$ cat src/rtl/atten_ctrl_pkg.sv
package atten_ctrl_pkg;

  typedef enum logic {
    MODE_PAR = 1'b0,
    MODE_SER = 1'b1
  } load_mode_e;

  localparam int unsigned STEPS_PER_DB = 2;

  // Start-up level in whole dB for a preset selection {hi, lo}
  function automatic int unsigned preset_db(input logic [1:0] sel);
    case (sel)
      2'b01:   return 8;
      2'b10:   return 16;
      2'b11:   return 31;
      default: return 0;
    endcase
  endfunction

endpackage

$ cat src/rtl/pin_sync_bank.sv
module pin_sync_bank #(
  parameter int WIDTH  = 1,
  parameter int STAGES = 2
) (
  input  logic             clk,
  input  logic [WIDTH-1:0] din,
  output logic [WIDTH-1:0] dout
);

  logic [WIDTH-1:0] pipe [STAGES];

  always_ff @(posedge clk) pipe[0] <= din;

  for (genvar g = 1; g < STAGES; g++) begin : g_stage
    always_ff @(posedge clk) pipe[g] <= pipe[g-1];
  end

  assign dout = pipe[STAGES-1];

endmodule

$ cat src/rtl/serial_shifter.sv
module serial_shifter #(
  parameter int WIDTH = 6
) (
  input  logic             clk,
  input  logic             rst,
  input  logic             enable,
  input  logic             init_load,
  input  logic [WIDTH-1:0] init_val,
  input  logic             sclk_s,
  input  logic             sdata_s,
  output logic             sclk_rise,
  output logic [WIDTH-1:0] shreg
);

  logic sclk_prev;

  always_ff @(posedge clk) sclk_prev <= sclk_s;

  assign sclk_rise = sclk_s & ~sclk_prev;

  always_ff @(posedge clk) begin
    if (rst) begin
      shreg <= '0;
    end else if (init_load) begin
      shreg <= init_val;
    end else if (enable && sclk_rise) begin
      shreg <= {shreg[WIDTH-2:0], sdata_s};
    end
  end

endmodule

$ cat src/rtl/code_register.sv
module code_register
  import atten_ctrl_pkg::*;
#(
  parameter int WIDTH = 6
) (
  input  logic             clk,
  input  logic             rst,
  input  load_mode_e       mode_s,
  input  logic             latch_s,
  input  logic [1:0]       preset_s,
  input  logic [WIDTH-1:0] pbus_s,
  input  logic [WIDTH-1:0] shreg,
  output logic             init_pend,
  output logic [WIDTH-1:0] code_q
);

  logic [WIDTH-1:0] table_code;
  logic [WIDTH-1:0] startup_code;
  logic [WIDTH-1:0] load_src;

  always_comb begin
    table_code = WIDTH'(preset_db(preset_s) * STEPS_PER_DB);
    if (mode_s == MODE_SER || latch_s) startup_code = pbus_s;
    else                               startup_code = table_code;
    load_src = (mode_s == MODE_SER) ? shreg : pbus_s;
  end

  always_ff @(posedge clk) begin
    if (rst) begin
      init_pend <= 1'b1;
      code_q    <= '0;
    end else if (init_pend) begin
      init_pend <= 1'b0;
      code_q    <= startup_code;
    end else if (latch_s) begin
      code_q    <= load_src;
    end
  end

endmodule

$ cat src/rtl/step_atten_ctrl.sv
module step_atten_ctrl
  import atten_ctrl_pkg::*;
#(
  parameter int CODE_W      = 6,
  parameter int SYNC_STAGES = 2
) (
  input  logic              clk,
  input  logic              rst,
  input  logic              mode_i,
  input  logic              sdata_i,
  input  logic              sclk_i,
  input  logic              latch_i,
  input  logic [1:0]        preset_i,
  input  logic [CODE_W-1:0] pbus_i,
  output logic [CODE_W-1:0] code_o
);

  localparam int SYNC_W = CODE_W + 6;

  logic [SYNC_W-1:0] pins_s;
  logic              mode_bit_s, sdata_s, sclk_s, latch_s;
  logic [1:0]        preset_s;
  logic [CODE_W-1:0] pbus_s;
  load_mode_e        mode_s;
  logic              sclk_rise;
  logic [CODE_W-1:0] shreg;
  logic              init_pend;

  pin_sync_bank #(.WIDTH(SYNC_W), .STAGES(SYNC_STAGES)) u_sync (
    .clk  (clk),
    .din  ({pbus_i, preset_i, latch_i, sclk_i, sdata_i, mode_i}),
    .dout (pins_s)
  );

  assign {pbus_s, preset_s, latch_s, sclk_s, sdata_s, mode_bit_s} = pins_s;
  assign mode_s = load_mode_e'(mode_bit_s);

  serial_shifter #(.WIDTH(CODE_W)) u_shift (
    .clk       (clk),
    .rst       (rst),
    .enable    (mode_s == MODE_SER),
    .init_load (init_pend),
    .init_val  (pbus_s),
    .sclk_s    (sclk_s),
    .sdata_s   (sdata_s),
    .sclk_rise (sclk_rise),
    .shreg     (shreg)
  );

  code_register #(.WIDTH(CODE_W)) u_code (
    .clk       (clk),
    .rst       (rst),
    .mode_s    (mode_s),
    .latch_s   (latch_s),
    .preset_s  (preset_s),
    .pbus_s    (pbus_s),
    .shreg     (shreg),
    .init_pend (init_pend),
    .code_q    (code_o)
  );

endmodule

$ cat config.mk
export PLATFORM = sky130hd
export DESIGN_NAME = step_atten_ctrl
export DESIGN_NICKNAME = d
export VERILOG_FILES = /design/src/rtl/atten_ctrl_pkg.sv /design/src/rtl/pin_sync_bank.sv /design/src/rtl/serial_shifter.sv /design/src/rtl/code_register.sv /design/src/rtl/step_atten_ctrl.sv
export SDC_FILE = /design/constraint.sdc
export NUM_CORES = 1
export LEC_CHECK = 0
export ABC_CLOCK_PERIOD_IN_PS = 1800
export BUFFER_PORTS_ARGS = -buffer_cell sky130_fd_sc_hd__buf_4
export CORE_ASPECT_RATIO = 1.2
export CORE_MARGIN = 8
export CORE_UTILIZATION = 45
export DETAILED_ROUTE_END_ITERATION = 12
export PLACE_DENSITY = 0.66
export SLEW_MARGIN = 25
export SYNTH_ARGS = -nofsm -noshare
export SYNTH_HDL_FRONTEND = slang
export SYNTH_HIERARCHICAL = 1
export SYNTH_SLANG_ARGS = --single-unit
$ cat constraint.sdc
create_clock -name clk -period 1.8 [get_ports clk]
set_clock_uncertainty 0.2 [all_clocks]
set_input_delay 0.36 -clock clk [delete_from_list [all_inputs] [get_ports clk]]
set_output_delay 0.36 -clock clk [all_outputs]
set_load 0.05 [all_outputs]
==> results of run 1 <==
==> sequential cells by signal (all words and copies together), names as in the netlist <==
name and cells:
u_shift/shreg 6, u_shift/sclk_prev 1, u_code/init_pend 1, u_sync/pipe 24, u_code/code_q 6
==> final cells by class <==
cell class | count | area share (%)
clock buffers | 6 | 3.36
clock inverters | 1 | 1.97
inverters | 6 | 1.48
multi-input cells | 52 | 22.4
flip-flops and latches | 38 | 49.8
well taps | 34 | 2.79
repair buffers | 33 | 18.2
==> stage by stage <==
stage               cells  instance area, um2
CTS                   170                1530
detailed placement    151                1330
floorplan             113                1270
global route          170                1530
finish                170                1530
global placement      151                1330
==> report_power, final <==
part           internal, mW  switching (mW)  leakage (nW)  total, mW
registers             0.893          0.0289         0.319      0.922
logic                0.0834          0.0917         0.286      0.175
clock network         0.323           0.246        0.0443      0.569
==> metal layers <==
| layer | part of all wire (%) | vias to the layer above | track usage, % | routed length, um |
|---|---|---|---|---|
| met4 | 1.9 | 0 | 5.10 | 38 |
| met5 | 0 | - | 0 | 0 |
| li1 | - | 431 | - | - |
| met3 | 8.4 | 5 | 5.72 | 172 |
| met1 | 44 | 370 | 9.71 | 898 |
| met2 | 46 | 24 | 15.5 | 944 |
==> repair_timing <==
item	in CTS	in global routing
hold endpoints to repair	12	0
setup endpoints to repair	0	0
hold buffers	12	0
==> worst paths after layout <==
| check | from | slack, ns | end |
|---|---|---|---|
| setup / recovery | u_code/code_q[0] | 0.36 | code_o[0] |
| hold / removal | rst | 0.03 | u_code/init_pend |
| setup reg to reg | u_sync/pipe[0][15] | 0.40 | u_code/code_q[3] |
| hold reg to reg | u_sync/pipe[0][5] | 0.13 | u_sync/pipe[0][17] |
==> cells in the final DEF, fill, tap and decap left out <==
cell / n
and2_1: 2
o32ai_1: 6
o22ai_1: 2
a21oi_1: 6
buf_4: 21
clkbuf_8: 1
clkbuf_4: 5
nand3b_1: 2
nor3_1: 3
nor2_2: 1
inv_1: 6
a31oi_1: 1
dfxtp_1: 38
a32oi_1: 1
dlygate4sd3_1: 12
o21ai_0: 2
nor2_1: 2
a31o_1: 1
nand2b_1: 2
and3b_1: 1
nand4b_1: 1
bufinv_16: 1
a221oi_1: 6
nand2_1: 9
mux2i_1: 4
==> impl_metrics.toml, run 1 <==
[outcome]
status = "finished, final reports clean"

[clock_tree]
clock-sinks = 38
post-cts-setup-buffer-count = 0
h-tree-depth = 2
cts_root_buffer = "clkbuf_4"
cts_max_path_buffers = 2
worstSkewPairLatency_ns = 0.33
post_cts_resized = 0
tritoncts = "built"
cts_buffers = 5
clk_pin_slew_ns = 0.11

[detailed_routing]
routedWlPerCell_um = 12.1
drtAntennaViolNets = 0
vias = 830
dr.pass1.iters = 4
drtIter0Drc = 30
avgViaCountPerCell = 4.88
drc = 0
wirelength_um = 2050

[cells_and_area]
diodes = 0
drive_gt1_share_pct = 21.3
final_nets = 150
nFillCells = 234
fin_util_pct = 55.9
multiInputGateArea_um2 = 342
register_area_um2 = 761
synthToLayoutAreaGrowth_pct = 20.6

[job]
cap_violations = 0

[timing]
finalHoldViolCount = 0
relSlewSlack_pct = 74.4
worstMarginPinSlew_ns = 0.384
fin_crit_ns = 1.44
rsz0062_at_grt = "false"
timing.fmax_mhz = 695
finalSetupTns_ns = 0
setup_ws_ns = 0.361
min_period_over_period_pct = 79.9
drv_slew = 0
holdWs_ns = 0.0293
setup_viol = 0

[floorplan]
fp-row-count = 21
start_util_pct = 46.3
core_mm2 = 0.00273
ios = 20
die_area_mm2 = 0.00477
die_h_um = 74.1
die_w_um = 64.4

[critical_path]
cp_max_fo = 2
crit_path_cell_trace = "buf_4"
crit_arrival_ns = 0.88
cp_num_buf_inv = 1
cp_slowest_cell = "dfxtp_1"
cp_data_required_time_ns = 1.24
cp-end-kind = "output port"
start_kind = "flip-flop"
cpPeakStageDelay_ns = 0.35
reg2regPathDepth = 3
cp_top_family = "flip-flops"
worstSetupPathDepth = 1
worst-setup-path-type = "reg -> out"

[worst_hold_path]
hold_depth = 1
hp-class = "in -> reg"

[synthesis]
synth_nets = 127
syn_avg_cell_area_um2 = 11.2
syn_inst = 113
yosysWarningCount = 6
netlist_area_mm2 = 0.00127

[place]
dpl_worst_slack_ns = 0.422
detailed_place_hpwl_um = 1400
io_buffers = 19
gp_congestion = 0.796

[global_routing]
grt_max_degree = 26
gr-usage-all-layers_pct = 9.65
antenna_found_initial = 0
grt_overflow_total = 0
grt_pass1_vias = 846
grt_pass1_wl_um = 3570

[pwr]
p_leak_nw = 0.650
vdd_ir_drop_max_mv = 0.717
power_density_mw_per_mm2 = 1090
total_power_mw = 1.67
Note: power is estimated with default switching activity, not from simulation.
==> run 2: changes to the inputs <==
--- a/config.mk
+++ b/config.mk
@@ -5,7 +5,7 @@
 export SDC_FILE = /design/constraint.sdc
 export NUM_CORES = 1
 export LEC_CHECK = 0
-export ABC_CLOCK_PERIOD_IN_PS = 1800
+export ABC_CLOCK_PERIOD_IN_PS = 1400
 export BUFFER_PORTS_ARGS = -buffer_cell sky130_fd_sc_hd__buf_4
 export CORE_ASPECT_RATIO = 1.2
 export CORE_MARGIN = 8
==> constraint.sdc (replaced) <==
create_clock -name clk -period 1.4 [get_ports clk]
set_clock_uncertainty 0.2 [all_clocks]
set_input_delay 0.28 -clock clk [delete_from_list [all_inputs] [get_ports clk]]
set_output_delay 0.28 -clock clk [all_outputs]
set_load 0.05 [all_outputs]
==> impl_metrics.toml, run 2 (same netlist as run 1, synthesis figures left out) <==
[cells_and_area]
fin_util_pct = 56.1
fin_cells = 172
final_nets = 152
final_cell_mix = "dfxtp_1, buf_4, dlygate4sd3_1, nand2_1"
synthToLayoutAreaGrowth_pct = 21.1
diodes = 0
final_common_cell = "dfxtp_1"
top_regs = "u_sync/pipe (24), u_code/code_q (6), u_shift/shreg (6)"
largest_register_ffs = 24
regMostFlops = "u_sync/pipe"
drive_gt1_share_pct = 21.7

[critical_path]
start_kind = "primary input"
cp_data_required_time_ns = 1.46
crit_path_cell_trace = "dlygate4sd3_1 -> buf_4 -> a31o_1 -> nor3_1"
cpPeakStageDelay_ns = 0.54
cp_slowest_cell = "dlygate4sd3_1"
worst-setup-path-type = "in -> reg"
cp_max_fo = 11
cp-end-kind = "flip-flop"
crit_arrival_ns = 1.42

[timing]
holdWs_ns = 0.123
finalHoldViolCount = 0
fin_crit_ns = 1.36
drv_slew = 0
setup_viol = 0
timing.fmax_mhz = 735
worstMarginPinSlew_ns = 0.286
min_period_over_period_pct = 97.1
finalSetupTns_ns = 0
setup_ws_ns = 0.0400
relSlewSlack_pct = 80.8

[clock_tree]
cts_max_path_buffers = 2
h-tree-depth = 2
clk_pin_slew_ns = 0.10
tritoncts = "built"
worstSkewPairLatency_ns = 0.33
clock-sinks = 38
cts_buffers = 5
post-cts-setup-buffer-count = 0
cts_root_buffer = "clkbuf_4"

[global_routing]
antenna_found_initial = 0
grt_overflow_total = 0
grt_pass1_wl_um = 3610
grt_max_degree = 26
gr-usage-all-layers_pct = 9.90
grt_pass1_vias = 868

[place]
dpl_worst_slack_ns = 0.0467
gp_congestion = 0.763
dp.cells = 152
detailed_place_hpwl_um = 1510
io_buffers = 19

[worst_hold_path]
hp-class = "reg -> reg"

[floorplan]
die_area_mm2 = 0.00477
ios = 20
fp-row-count = 21
die_w_um = 64.4
core_mm2 = 0.00273
die_h_um = 74.1
start_util_pct = 46.3

[pwr]
vdd_ir_drop_max_mv = 0.805
power_density_mw_per_mm2 = 1260
p_leak_nw = 0.647

[detailed_routing]
drc = 0
wirelength_um = 2190
routedWlPerCell_um = 12.7
drtAntennaViolNets = 0
vias = 876
avgViaCountPerCell = 5.09
drtIter0Drc = 29
dr.pass1.iters = 5

[job]
cap_violations = 0

[outcome]
status = "finished, final reports clean"
[run 2: cell count changes in the layout (fill, tap and decap cells not counted), sizes merged]
cell	change
bufinv	-1
dlygate4sd3	+1
buf	+1
clkbuf	+1
[run 2: per-stage QoR]
stage | total power [mW] | cell area [um2]
2_1_floorplan | 1.36 | 1270
3_3_place_gp | 1.41 | 1350
3_5_place_dp | 1.42 | 1350
4_1_cts | 1.94 | 1520
5_1_grt | 2.02 | 1530
6_report | 1.93 | 1530
[run 2: per-layer routing]
layer / GRT usage [%] / share of wire [%]
met5: 0 / 0
met4: 5.83 / 1.4
met3: 4.97 / 7.8
met2: 17.5 / 50
met1: 9.00 / 41
[run 2: worst paths after layout]
path                                         start                 end  slack (ns)  cells after the start
worst min-delay path            u_sync/pipe[0][11]  u_sync/pipe[0][23]        0.12                      0
worst max-delay path                           rst    u_code/code_q[3]        0.04                      4
worst max register to register   u_shift/sclk_prev    u_shift/shreg[4]        0.09                      3
worst min register to register  u_sync/pipe[0][11]  u_sync/pipe[0][23]        0.12                      0
[run 2: timing repair]
action                                  4_1_cts  5_1_grt
endpoints found under the setup margin        0        5
resized for setup                             0        4
hold buffers                                 13        0
hold endpoints to repair                     14        0
[run 2: layout make-up]
class / instances / area [um2]
inverter: 6 / 22.5
timing repair buffer: 35 / 315
multi-input combinational: 52 / 347
clock buffer: 7 / 45.0
tap: 34 / 42.5
fill: 252 / 1200
sequential: 38 / 762
[run 2: power by group]
part | total [mW] | switching (mW) | internal (mW)
Sequential | 1.19 | 0.0381 | 1.15
Clock | 0.499 | 0.310 | 0.189
Combinational | 0.241 | 0.123 | 0.119
Total | 1.93 | 0.471 | 1.46
[run 2: critical path, delay by kind of cell]
| family | cells | cell delay, ns |
|---|---|---|
| AOI/OAI and AO/OA | 1 | 0.24 |
| buffers and inverters | 2 | 0.72 |
| and+or+nand+nor | 1 | 0.18 |
